--- src/rtl/sbuf_uart_pkg.sv ---
package sbuf_uart_pkg;

    // register byte offsets
    localparam int OFF_DATA = 'h00;
    localparam int OFF_STAT = 'h04;
    localparam int OFF_CTRL = 'h08;
    localparam int OFF_EVT  = 'h0C;
    localparam int OFF_DIV  = 'h10;

    // status / event bit positions
    localparam int B_TXFULL = 0;
    localparam int B_RXFULL = 1;
    localparam int B_TXOVR  = 2;
    localparam int B_RXOVR  = 3;

    // control bit positions
    localparam int C_TXEN    = 0;
    localparam int C_RXEN    = 1;
    localparam int C_TXIE    = 2;
    localparam int C_RXIE    = 3;
    localparam int C_TXOVRIE = 4;
    localparam int C_RXOVRIE = 5;
    localparam int CTRL_W    = 6;

    typedef enum logic [1:0] {TX_IDLE, TX_START, TX_DATA, TX_STOP} tx_state_t;
    typedef enum logic [1:0] {RX_IDLE, RX_START, RX_DATA, RX_STOP} rx_state_t;

endpackage

--- src/rtl/sbuf_uart_tx.sv ---
module sbuf_uart_tx
    import sbuf_uart_pkg::*;
#(
    parameter int DIV_W     = 21,
    parameter int DATA_BITS = 8
) (
    input  logic                 clk,
    input  logic                 rst_n,
    input  logic                 en,
    input  logic [DIV_W-1:0]     div_eff,
    input  logic                 hold_valid,
    input  logic [DATA_BITS-1:0] hold_data,
    output logic                 take,
    output logic                 tx_o
);
    localparam int BIT_W = (DATA_BITS > 1) ? $clog2(DATA_BITS) : 1;

    tx_state_t             st_q, st_n;
    logic [DIV_W-1:0]      cnt_q, cnt_n;
    logic [BIT_W-1:0]      bit_q, bit_n;
    logic [DATA_BITS-1:0]  sh_q, sh_n;

    // state register
    always_ff @(posedge clk or negedge rst_n) begin
        if (!rst_n) begin
            st_q  <= TX_IDLE;
            cnt_q <= '0;
            bit_q <= '0;
            sh_q  <= '0;
        end else begin
            st_q  <= st_n;
            cnt_q <= cnt_n;
            bit_q <= bit_n;
            sh_q  <= sh_n;
        end
    end

    // next state
    always_comb begin
        st_n  = st_q;
        cnt_n = cnt_q;
        bit_n = bit_q;
        sh_n  = sh_q;
        unique case (st_q)
            TX_IDLE: begin
                if (hold_valid && en) begin
                    st_n  = TX_START;
                    cnt_n = div_eff - DIV_W'(1);
                    sh_n  = hold_data;
                end
            end
            TX_START: begin
                if (cnt_q == '0) begin
                    st_n  = TX_DATA;
                    cnt_n = div_eff - DIV_W'(1);
                    bit_n = '0;
                end else begin
                    cnt_n = cnt_q - DIV_W'(1);
                end
            end
            TX_DATA: begin
                if (cnt_q == '0) begin
                    cnt_n = div_eff - DIV_W'(1);
                    sh_n  = sh_q >> 1;
                    if (bit_q == BIT_W'(DATA_BITS - 1))
                        st_n = TX_STOP;
                    else
                        bit_n = bit_q + BIT_W'(1);
                end else begin
                    cnt_n = cnt_q - DIV_W'(1);
                end
            end
            TX_STOP: begin
                if (cnt_q == '0)
                    st_n = TX_IDLE;
                else
                    cnt_n = cnt_q - DIV_W'(1);
            end
        endcase
    end

    // outputs
    always_comb begin
        take = 1'b0;
        tx_o = 1'b1;
        unique case (st_q)
            TX_IDLE:  take = hold_valid && en;
            TX_START: tx_o = 1'b0;
            TX_DATA:  tx_o = sh_q[0];
            TX_STOP:  tx_o = 1'b1;
        endcase
    end

    // the take is followed by a start bit on the line
    a_r2_start_after_take: assert property (@(posedge clk) disable iff (!rst_n)
        take |=> (tx_o == 1'b0));

endmodule

--- src/rtl/sbuf_uart_rx.sv ---
module sbuf_uart_rx
    import sbuf_uart_pkg::*;
#(
    parameter int DIV_W     = 21,
    parameter int DATA_BITS = 8
) (
    input  logic                 clk,
    input  logic                 rst_n,
    input  logic                 en,
    input  logic [DIV_W-1:0]     div_eff,
    input  logic                 rx_i,
    output logic                 deliver,
    output logic [DATA_BITS-1:0] frame
);
    localparam int BIT_W = (DATA_BITS > 1) ? $clog2(DATA_BITS) : 1;

    rx_state_t             st_q, st_n;
    logic [DIV_W-1:0]      cnt_q, cnt_n;
    logic [BIT_W-1:0]      bit_q, bit_n;
    logic [DATA_BITS-1:0]  sh_q, sh_n;
    logic                  s1_q, s2_q, prev_q;
    logic                  fall;

    // line synchroniser and edge history
    always_ff @(posedge clk or negedge rst_n) begin
        if (!rst_n) begin
            s1_q   <= 1'b1;
            s2_q   <= 1'b1;
            prev_q <= 1'b1;
        end else begin
            s1_q   <= rx_i;
            s2_q   <= s1_q;
            prev_q <= s2_q;
        end
    end

    assign fall = prev_q && !s2_q;

    // state register
    always_ff @(posedge clk or negedge rst_n) begin
        if (!rst_n) begin
            st_q  <= RX_IDLE;
            cnt_q <= '0;
            bit_q <= '0;
            sh_q  <= '0;
        end else begin
            st_q  <= st_n;
            cnt_q <= cnt_n;
            bit_q <= bit_n;
            sh_q  <= sh_n;
        end
    end

    // next state
    always_comb begin
        st_n  = st_q;
        cnt_n = cnt_q;
        bit_n = bit_q;
        sh_n  = sh_q;
        unique case (st_q)
            RX_IDLE: begin
                if (en && fall) begin
                    st_n  = RX_START;
                    cnt_n = (div_eff >> 1) - DIV_W'(1);
                end
            end
            RX_START: begin
                if (cnt_q == '0) begin
                    if (!s2_q) begin
                        st_n  = RX_DATA;
                        cnt_n = div_eff - DIV_W'(1);
                        bit_n = '0;
                    end else begin
                        st_n = RX_IDLE;
                    end
                end else begin
                    cnt_n = cnt_q - DIV_W'(1);
                end
            end
            RX_DATA: begin
                if (cnt_q == '0) begin
                    sh_n  = {s2_q, sh_q[DATA_BITS-1:1]};
                    cnt_n = div_eff - DIV_W'(1);
                    if (bit_q == BIT_W'(DATA_BITS - 1))
                        st_n = RX_STOP;
                    else
                        bit_n = bit_q + BIT_W'(1);
                end else begin
                    cnt_n = cnt_q - DIV_W'(1);
                end
            end
            RX_STOP: begin
                if (cnt_q == '0)
                    st_n = RX_IDLE;
                else
                    cnt_n = cnt_q - DIV_W'(1);
            end
        endcase
    end

    // outputs
    always_comb begin
        deliver = 1'b0;
        unique case (st_q)
            RX_IDLE, RX_START, RX_DATA: deliver = 1'b0;
            RX_STOP: deliver = (cnt_q == '0) && s2_q;
        endcase
    end

    assign frame = sh_q;

endmodule

--- src/rtl/sbuf_uart_regs.sv ---
module sbuf_uart_regs
    import sbuf_uart_pkg::*;
#(
    parameter int ADDR_W  = 5,
    parameter int DIV_W   = 21,
    parameter int MIN_DIV = 16
) (
    input  logic              clk,
    input  logic              rst_n,
    input  logic              bus_sel,
    input  logic              bus_wr,
    input  logic [ADDR_W-1:0] bus_addr,
    input  logic [31:0]       bus_wdata,
    output logic [31:0]       bus_rdata,
    input  logic              tx_take,
    input  logic              rx_deliver,
    input  logic [7:0]        rx_frame,
    output logic              tx_hold_valid,
    output logic [7:0]        tx_hold_data,
    output logic              tx_en,
    output logic              rx_en,
    output logic [DIV_W-1:0]  div_eff,
    output logic              irq_tx,
    output logic              irq_rx,
    output logic              irq_ovr
);
    logic [CTRL_W-1:0] ctrl_q;
    logic [DIV_W-1:0]  div_q;
    logic [3:0]        evt_q, evt_set, evt_clr;
    logic              tx_full_q, rx_full_q, tx_ovr_q, rx_ovr_q;
    logic [7:0]        tx_buf_q, rx_buf_q;
    logic              wr_data, rd_data, wr_stat, wr_ctrl, wr_evt, wr_div;
    logic              unused_wdata_hi;

    assign unused_wdata_hi = ^bus_wdata[31:DIV_W];

    assign wr_data = bus_sel && bus_wr  && (bus_addr == ADDR_W'(OFF_DATA));
    assign rd_data = bus_sel && !bus_wr && (bus_addr == ADDR_W'(OFF_DATA));
    assign wr_stat = bus_sel && bus_wr  && (bus_addr == ADDR_W'(OFF_STAT));
    assign wr_ctrl = bus_sel && bus_wr  && (bus_addr == ADDR_W'(OFF_CTRL));
    assign wr_evt  = bus_sel && bus_wr  && (bus_addr == ADDR_W'(OFF_EVT));
    assign wr_div  = bus_sel && bus_wr  && (bus_addr == ADDR_W'(OFF_DIV));

    always_comb begin
        evt_set           = '0;
        evt_set[B_TXFULL] = tx_take;
        evt_set[B_RXFULL] = rx_deliver && !rx_full_q;
        evt_set[B_TXOVR]  = wr_data && tx_full_q;
        evt_set[B_RXOVR]  = rx_deliver && rx_full_q;
        evt_clr           = wr_evt ? bus_wdata[3:0] : 4'b0;
    end

    always_ff @(posedge clk or negedge rst_n) begin
        if (!rst_n) begin
            ctrl_q    <= '0;
            div_q     <= '0;
            evt_q     <= '0;
            tx_full_q <= 1'b0;
            rx_full_q <= 1'b0;
            tx_ovr_q  <= 1'b0;
            rx_ovr_q  <= 1'b0;
            tx_buf_q  <= '0;
            rx_buf_q  <= '0;
        end else begin
            if (wr_ctrl) ctrl_q <= bus_wdata[CTRL_W-1:0];
            if (wr_div)  div_q  <= bus_wdata[DIV_W-1:0];
            evt_q <= (evt_q & ~evt_clr) | evt_set;

            if (wr_data && !tx_full_q) begin
                tx_full_q <= 1'b1;
                tx_buf_q  <= bus_wdata[7:0];
            end else if (tx_take) begin
                tx_full_q <= 1'b0;
            end

            if (rx_deliver && !rx_full_q) begin
                rx_full_q <= 1'b1;
                rx_buf_q  <= rx_frame;
            end else if (rd_data) begin
                rx_full_q <= 1'b0;
            end

            if (wr_data && tx_full_q)
                tx_ovr_q <= 1'b1;
            else if (wr_stat && bus_wdata[B_TXOVR])
                tx_ovr_q <= 1'b0;

            if (rx_deliver && rx_full_q)
                rx_ovr_q <= 1'b1;
            else if (wr_stat && bus_wdata[B_RXOVR])
                rx_ovr_q <= 1'b0;
        end
    end

    always_comb begin
        bus_rdata = '0;
        if (bus_addr == ADDR_W'(OFF_DATA))
            bus_rdata = 32'(rx_buf_q);
        else if (bus_addr == ADDR_W'(OFF_STAT))
            bus_rdata = 32'({rx_ovr_q, tx_ovr_q, rx_full_q, tx_full_q});
        else if (bus_addr == ADDR_W'(OFF_CTRL))
            bus_rdata = 32'(ctrl_q);
        else if (bus_addr == ADDR_W'(OFF_EVT))
            bus_rdata = 32'(evt_q);
        else if (bus_addr == ADDR_W'(OFF_DIV))
            bus_rdata = 32'(div_q);
    end

    assign div_eff       = (div_q < DIV_W'(MIN_DIV)) ? DIV_W'(MIN_DIV) : div_q;
    assign tx_hold_valid = tx_full_q;
    assign tx_hold_data  = tx_buf_q;
    assign tx_en         = ctrl_q[C_TXEN];
    assign rx_en         = ctrl_q[C_RXEN];

    assign irq_tx  = evt_q[B_TXFULL] && ctrl_q[C_TXIE];
    assign irq_rx  = evt_q[B_RXFULL] && ctrl_q[C_RXIE];
    assign irq_ovr = (evt_q[B_TXOVR] && ctrl_q[C_TXOVRIE]) ||
                     (evt_q[B_RXOVR] && ctrl_q[C_RXOVRIE]);

    // a full slot stays full until the engine takes it
    a_r3_slot_holds: assert property (@(posedge clk) disable iff (!rst_n)
        (tx_full_q && !tx_take) |=> tx_full_q);

    // writing into a full slot raises both overrun records
    a_r3_write_full_flags: assert property (@(posedge clk) disable iff (!rst_n)
        (wr_data && tx_full_q) |=> (tx_ovr_q && evt_q[B_TXOVR]));

    // a take frees the slot and posts the transmit event
    a_r4_take_posts: assert property (@(posedge clk) disable iff (!rst_n)
        tx_take |=> (evt_q[B_TXFULL] && !tx_full_q));

    // a delivered frame into an empty slot fills it
    a_r5_deliver_fills: assert property (@(posedge clk) disable iff (!rst_n)
        (rx_deliver && !rx_full_q) |=> (rx_full_q && evt_q[B_RXFULL]));

    // a frame into a full slot keeps the old byte and flags overrun
    a_r6_keep_old: assert property (@(posedge clk) disable iff (!rst_n)
        (rx_deliver && rx_full_q && !rd_data) |=> (rx_full_q && rx_ovr_q && $stable(rx_buf_q)));

endmodule

--- src/rtl/sbuf_uart.sv ---
module sbuf_uart
    import sbuf_uart_pkg::*;
#(
    parameter int ADDR_W  = 5,
    parameter int DIV_W   = 21,
    parameter int MIN_DIV = 16
) (
    input  logic              clk,
    input  logic              rst_n,
    input  logic              bus_sel,
    input  logic              bus_wr,
    input  logic [ADDR_W-1:0] bus_addr,
    input  logic [31:0]       bus_wdata,
    output logic [31:0]       bus_rdata,
    input  logic              uart_rx,
    output logic              uart_tx,
    output logic              irq_tx,
    output logic              irq_rx,
    output logic              irq_ovr
);
    localparam int DATA_BITS = 8;

    logic                 take, deliver, hold_valid, tx_en, rx_en;
    logic [DATA_BITS-1:0] hold_data, frame;
    logic [DIV_W-1:0]     div_eff;

    sbuf_uart_regs #(.ADDR_W(ADDR_W), .DIV_W(DIV_W), .MIN_DIV(MIN_DIV)) regs_i (
        .clk(clk), .rst_n(rst_n),
        .bus_sel(bus_sel), .bus_wr(bus_wr), .bus_addr(bus_addr),
        .bus_wdata(bus_wdata), .bus_rdata(bus_rdata),
        .tx_take(take), .rx_deliver(deliver), .rx_frame(frame),
        .tx_hold_valid(hold_valid), .tx_hold_data(hold_data),
        .tx_en(tx_en), .rx_en(rx_en), .div_eff(div_eff),
        .irq_tx(irq_tx), .irq_rx(irq_rx), .irq_ovr(irq_ovr)
    );

    sbuf_uart_tx #(.DIV_W(DIV_W), .DATA_BITS(DATA_BITS)) tx_i (
        .clk(clk), .rst_n(rst_n), .en(tx_en), .div_eff(div_eff),
        .hold_valid(hold_valid), .hold_data(hold_data),
        .take(take), .tx_o(uart_tx)
    );

    sbuf_uart_rx #(.DIV_W(DIV_W), .DATA_BITS(DATA_BITS)) rx_i (
        .clk(clk), .rst_n(rst_n), .en(rx_en), .div_eff(div_eff),
        .rx_i(uart_rx), .deliver(deliver), .frame(frame)
    );

endmodule

--- config.mk ---
export PLATFORM = sky130hd
export DESIGN_NAME = sbuf_uart
export DESIGN_NICKNAME = d
export VERILOG_FILES = /design/src/rtl/sbuf_uart_pkg.sv /design/src/rtl/sbuf_uart_tx.sv /design/src/rtl/sbuf_uart_rx.sv /design/src/rtl/sbuf_uart_regs.sv /design/src/rtl/sbuf_uart.sv
export SDC_FILE = /design/constraint.sdc
export NUM_CORES = 1
export LEC_CHECK = 0
export BUFFER_PORTS_ARGS = -buffer_cell sky130_fd_sc_hd__buf_2
export CAP_MARGIN = 10
export CORE_AREA = 2 2 124 126
export CTS_CLUSTER_SIZE = 12
export DETAILED_ROUTE_END_ITERATION = 16
export DIE_AREA = 0 0 126 128
export GPL_TIMING_DRIVEN = 0
export PLACE_DENSITY = 0.83
export SLEW_MARGIN = 40
export SYNTH_ARGS = -nofsm -noshare
export SYNTH_HDL_FRONTEND = slang
export SYNTH_SLANG_ARGS = --single-unit
--- constraint.sdc ---
create_clock -name clk -period 3.45 [get_ports clk]
set_clock_uncertainty 0.15 [all_clocks]
set_input_delay 0.1725 -clock clk [delete_from_list [all_inputs] [get_ports clk]]
set_output_delay 0.1725 -clock clk [all_outputs]
set_load 0.05 [all_outputs]
# Word level (Yosys, flattened, before mapping)
# Cells that the tools add are included.
classes:
  addsub: 6
  n_lt_le_gt_ge: 1
  eq_ne: 28
  mux: 53
  bitwise_logic: 3
  reduce_logical: 49
op_table:
  columns: ["op", "count"]
  rows:
  - ["two-way mux 21 bit", 10]
  - ["two-way mux 32 bit", 4]
  - ["case mux 21 bit (4 select lines)", 1]
  - ["case mux 21 bit (3 select lines)", 1]
  - ["subtractor 21 x 1 -> 21 bit (second input constant)", 3]
  - ["zero test 21 bit", 2]
  - ["logical AND 1 bit", 22]
  - ["two-way mux 2 bit", 11]
  - ["less-than comparator 21 x 5 -> 1 bit (second input constant)", 1]
  - ["two-way mux 3 bit", 7]
  - ["subtractor 20 x 1 -> 21 bit (second input constant)", 1]
  - ["inequality test 2 x 1 -> 1 bit (second input constant)", 10]
  - ["two-way mux 8 bit", 2]
  - ["case mux 2 bit (4 select lines)", 2]
  - ["case mux 8 bit (2 select lines)", 1]
  - ["AND reduction 5 bit", 3]
  - ["nonzero test 2 bit", 7]
  - ["case mux 3 bit (2 select lines)", 2]
  - ["equality test 5 x 4 -> 1 bit (second input constant)", 2]
  - ["inequality test 2 bit (second input constant)", 5]
  - ["two-way mux 1 bit", 9]
  - ["equality test 2 bit (second input constant)", 4]
  - ["adder 3 x 1 -> 3 bit (second input constant)", 2]
  - ["equality test 3 bit (second input constant)", 2]
  - ["18 further kinds", 26]
word_totals:
  reg_bits: 122
  inputBits: 42
  out_inout_bits: 36
  elab_cells: 160

# Logic depth before layout (Yosys ltp)
logic_depth:
  depth_word: 6
  depth_mapped: 13
  ltp_nobuf: 11

# By module
# A second synthesis with hierarchy kept.
unflattened:
  hier_cells: 919
  hier_area_um2: 8577.0
by_module_without_submodules:
  columns: ["module", "n_inst", "cells_per_inst", "area_each_um2", "seq_area_each_um2"]
  rows:
  - ["sbuf_uart_rx", 1, 389, 3266.9, 929.6]
  - ["sbuf_uart_regs", 1, 238, 2706.3, 1276.2]
  - ["sbuf_uart_tx", 1, 292, 2603.7, 850.8]

# Worst setup path before layout
# No wires, ideal clock.
synth_path:
  path_kind: "register to register"
  from: "register regs_i.div_q[17]"
  to: "register rx_i.cnt_q[18]"
  setup_time_ns: 0.096
  arrival_time_ns: 3.524
  t_required_ns: 3.204
  setup_slack_ns: -0.319
  stages_incl_launch_ff: 14
  path_buffers: 2
  synth_period_minus_slack_ns: 3.769
  cell_sequence: "dfrtp_1 clkbuf_1 nor4_1 and3_1 clkbuf_1 nand3_1 nand2_1 ha_1 or3b_2 or3_1 nor4_1 xnor2_1 o211a_1 a311oi_2"
synth_between:
  elab_chain_cells: 6
  word_cells_on_any_way: 9
  classes_between: "add/sub (2); order compare (1); mux (6)"
synth_lines:
  columns: ["item", "line", "text"]
  rows:
  - ["from (decl)", "sbuf_uart_regs.sv:28", "logic [DIV_W-1:0] div_q;"]
  - ["from (signal assigned)", "sbuf_uart_regs.sv:66", "if (wr_div) div_q <= bus_wdata[DIV_W-1:0];"]
  - ["less-than comparator 21 x 5 -> 1 bit", "sbuf_uart_regs.sv:109", "assign div_eff = (div_q < DIV_W'(MIN_DIV)) ? DIV_W'(MIN_DIV) : div_q;"]
  - ["two-way mux 21 bit *", "sbuf_uart_regs.sv:109", null]
  - ["subtractor 21 x 1 -> 21 bit", "sbuf_uart_rx.sv:71, sbuf_uart_rx.sv:83", null]
  - ["two-way mux 21 bit", "sbuf_uart_rx.sv:69", "if (!s2_q) begin"]
  - ["two-way mux 21 bit", "sbuf_uart_rx.sv:68", "if (cnt_q == '0) begin"]
  - ["case mux 21 bit (4 select lines) *", "sbuf_uart_rx.sv:60", "unique case (st_q)"]
  - ["to (signal assigned)", "sbuf_uart_rx.sv:48", "cnt_q <= cnt_n;"]
  - ["to (decl)", "sbuf_uart_rx.sv:18", "logic [DIV_W-1:0] cnt_q, cnt_n;"]
# Mark *: on every way between the ends. The rest lies on a longest branch, timed or not. The select of a mux whose other input is x is not followed.
# A chain may end at the register's enable or synchronous reset.

# Worst setup path after layout
layout_path:
  from: "register regs_i.div_q[12]"
  to: "register rx_i.cnt_q[18]"
# Same word-level chain as after synthesis.

==> flow_summary.ini <==
[drt]
vias = 7710
via_per_inst = 6.65
antenna_left = 0
initialDrtViolationCount = 1015
wl_microns = 24600
drc = 0
avgRoutedWirePerCell_microns = 21.2
first_pass_iters = 6

[global_routing]
grt_pass1_wl_microns = 38400
use_met3_pct = 6.55
grtUsageTotal_pct = 30.1
grtUsageMet2_pct = 46.7
overflow = 0
met1_usage_pct = 38.6
grt_pass1_vias = 7356
grt_start_max_net_pins = 79
grt-busiest-layer = met2
antenna_found_initial = 0

[sta]
drv_slew = 0
rsz0062_at_grt = true
period_share_pct = 108
hold_slack_ns = 0.0180
hold_viol_final = 0
setup_ws_ns = -0.259
max_freq_mhz = 270
relSlewSlack_pct = 41.9
final-setup-viol-count = 5
tightest_slew_ns = 0.850
min_period_ns = 3.71

[floorplanning]
start_util_pct = 52.6
core-area_sq_mm = 0.0149
pin_count = 78
die_x_microns = 126
die-area_sq_mm = 0.0161
rows = 45
die_h_microns = 128

[worst_setup_path]
r2r-start = regs_i.div_q[12]
crit-reg2reg-capture = rx_i.cnt_q[18]
start_kind = flop
critPathMaxFanout = 8
rr_worst_depth = 12
path_class = flop to flop
critPathRequiredTime_ns = 3.64
cp-startpoint = regs_i.div_q[12]
cp-end-kind = flop
ff2ff_setup_slack_ns = -0.26
cp.arrival_ns = 3.90

[cts]
clock-root-buffer = clkbuf_16
clock_sinks = 122
htreeDepth = 4
clockBufferDepth = 2
clkLatencyLatePin_ns = 0.43
tritoncts = yes
cts_made_buffers = 17
cts.reportedPaths.clkPinSlew_ns = 0.06

[synthesis]
ys.flop_type = dfrtp_1
synth_cell_types = 81
synth_warnings = 0
netlist_area_sq_mm = 0.00783
syn_area_per_cell_sq_um = 9.33
ys_seq_elements = 122
netlist_top_cells_count = dfrtp_1 (119), nand2_1 (81), mux2_2 (66), nor2_1 (60), o21ai_0 (51)
synth_cells = 839
ys_seq_area_share_pct = 39.1
synth.area.top_cells = dfrtp_1 (38%), mux2_2 (9.5%), nand2_1 (3.9%)
synth_top_area_share_pct = 38.1
async_flop_share_pct = 100
synth_edf_count = 0
post-synth-top-count-cell = dfrtp_1
synth_area_leader_cell = dfrtp_1

[placement]
pre_cts_slack_ns = -0.578
dp.cells = 1092
numPortBuffers = 54
dp_hpwl_microns = 15900
placed_area_sq_mm = 0.00846
gp_congestion = 0.979

[min_path]
holdPathStages = 3
min_path_type = input port to flop
min-delay-start = bus_sel
hold_end = regs_i.evt_q[2]

[run_status]
status = finished, violations left
violations = negative setup slack

[finish]
num_antenna_cells = 0
stdcell_area_sq_mm = 0.00971
nets = 1018
nFillCells = 1111
multi_input_area_sq_mm = 0.00473
final-seq-area_sq_mm = 0.00306
post_route_cells_drive_above_1_share_pct = 25.9
syn2layout_area_growth_pct = 24.1
finalNonFillerCells = 1160

[pwr]
power_per_cell_area_mw_per_mm2 = 847
leakage_nw = 4.33
peakVddDrop_uv = 460

[run]
maxCapViolCount = 0
## what timing repair did
item | 4_1_cts | 5_1_grt
hold buffers | 25 | 0
endpoints found under the setup margin | 46 | 45
resized for setup | 34 | 18
hold endpoints to repair | 162 | 0
gates cloned | 0 | 0
pin swaps | 6 | 8
setup buffers | 7 | 11
## layer usage
| metal | vias to the layer above | wire length, microns |
|---|---|---|
| li1 | 3340 | - |
| met1 | 3645 | 9390 |
| met2 | 556 | 11000 |
| met3 | 169 | 2490 |
| met4 | 0 | 1670 |
| met5 | - | 0 |
## sequential cells by signal, summed over array words and instances (netlist names), 2 cells and up, named ones only
name	count
regs_i.rx_buf_q	8
rx_i.cnt_q	21
regs_i.ctrl_q	6
tx_i.sh_q	8
tx_i.st_q	2
tx_i.bit_q	3
regs_i.tx_hold_data	8
regs_i.evt_q	4
rx_i.bit_q	3
regs_i.div_q	21
tx_i.cnt_q	21
rx_i.frame	8
## power by group
group          internal, W  total, W  switching [W]
clock              0.00127   0.00199       0.000711
sequential         0.00180   0.00219       0.000399
combinational      0.00153   0.00405        0.00251
total              0.00460   0.00823        0.00362
## per-stage QoR
| step | TNS (ns) | power (W) | utilization [%] |
|---|---|---|---|
| after floorplan | 0 | 0.00481 | - |
| after global placement | -11.04 | 0.00567 | 56.6 |
| after detailed placement | -11.60 | 0.00576 | 56.9 |
| after CTS | -0.0518 | 0.00793 | 64.3 |
| after global routing | -1.36 | 0.00862 | 65.4 |
| final | -0.702 | 0.00823 | 65.4 |
## how the worst max path moves through the flow
stage	slack [ns]	to
3_5_place_dp	-0.58	rx_i.cnt_q[20]
6_report	-0.26	rx_i.cnt_q[18]
5_1_grt	-0.30	rx_i.cnt_q[18]
3_3_place_gp	-0.57	rx_i.cnt_q[20]
4_1_cts	-0.05	rx_i.cnt_q[18]
2_1_floorplan	0.009	rx_i.cnt_q[18]
## cell usage in the layout (no fill, tap or decap), types with 17 or more instances in the layout
cell,instances
buf_2,54
a21oi_1,34
nor2_1,60
and2_1,20
nor3_1,19
clkbuf_1,34
nand2_1,79
o21ai_0,47
clkbuf_16,17
dlygate4sd3_1,25
dfrtp_1,117
inv_1,24
nand3_1,19
mux2_2,66
buf_4,29
## cell type report
type                       instances  share of cell area (%)
inverter                          24                   0.927
timing repair buffer              98                    7.14
clock buffer                      20                    4.80
tap                              188                    2.42
sequential                       122                    31.5
multi-input combinational        645                    48.6
buffer                            51                    2.65
clock inverter                    12                    1.92
## critical path, stage by stage (launching register included)
cell      delay (ns)
dfrtp_1         0.37
clkbuf_1        0.27
nor3_4          0.30
and2_2          0.29
nand3_4         0.14
nand2_4         0.11
ha_4            0.14
or3b_4          0.41
or3_4           0.40
nor4_4          0.39
xnor2_2         0.17
o211a_1         0.25
a311oi_2        0.22
## cell families after synthesis
family,share of synthesized area [%]
adders and majority gates,2.72
other,0.0479
muxes,10.6
AOI/OAI and AO/OA,19.6
buffers and inverters,4.72
xor gates and xnor gates,4.03
DFF,39.1
and+or+nand+nor,19.3
Note: power is estimated with default switching activity, not from simulation.
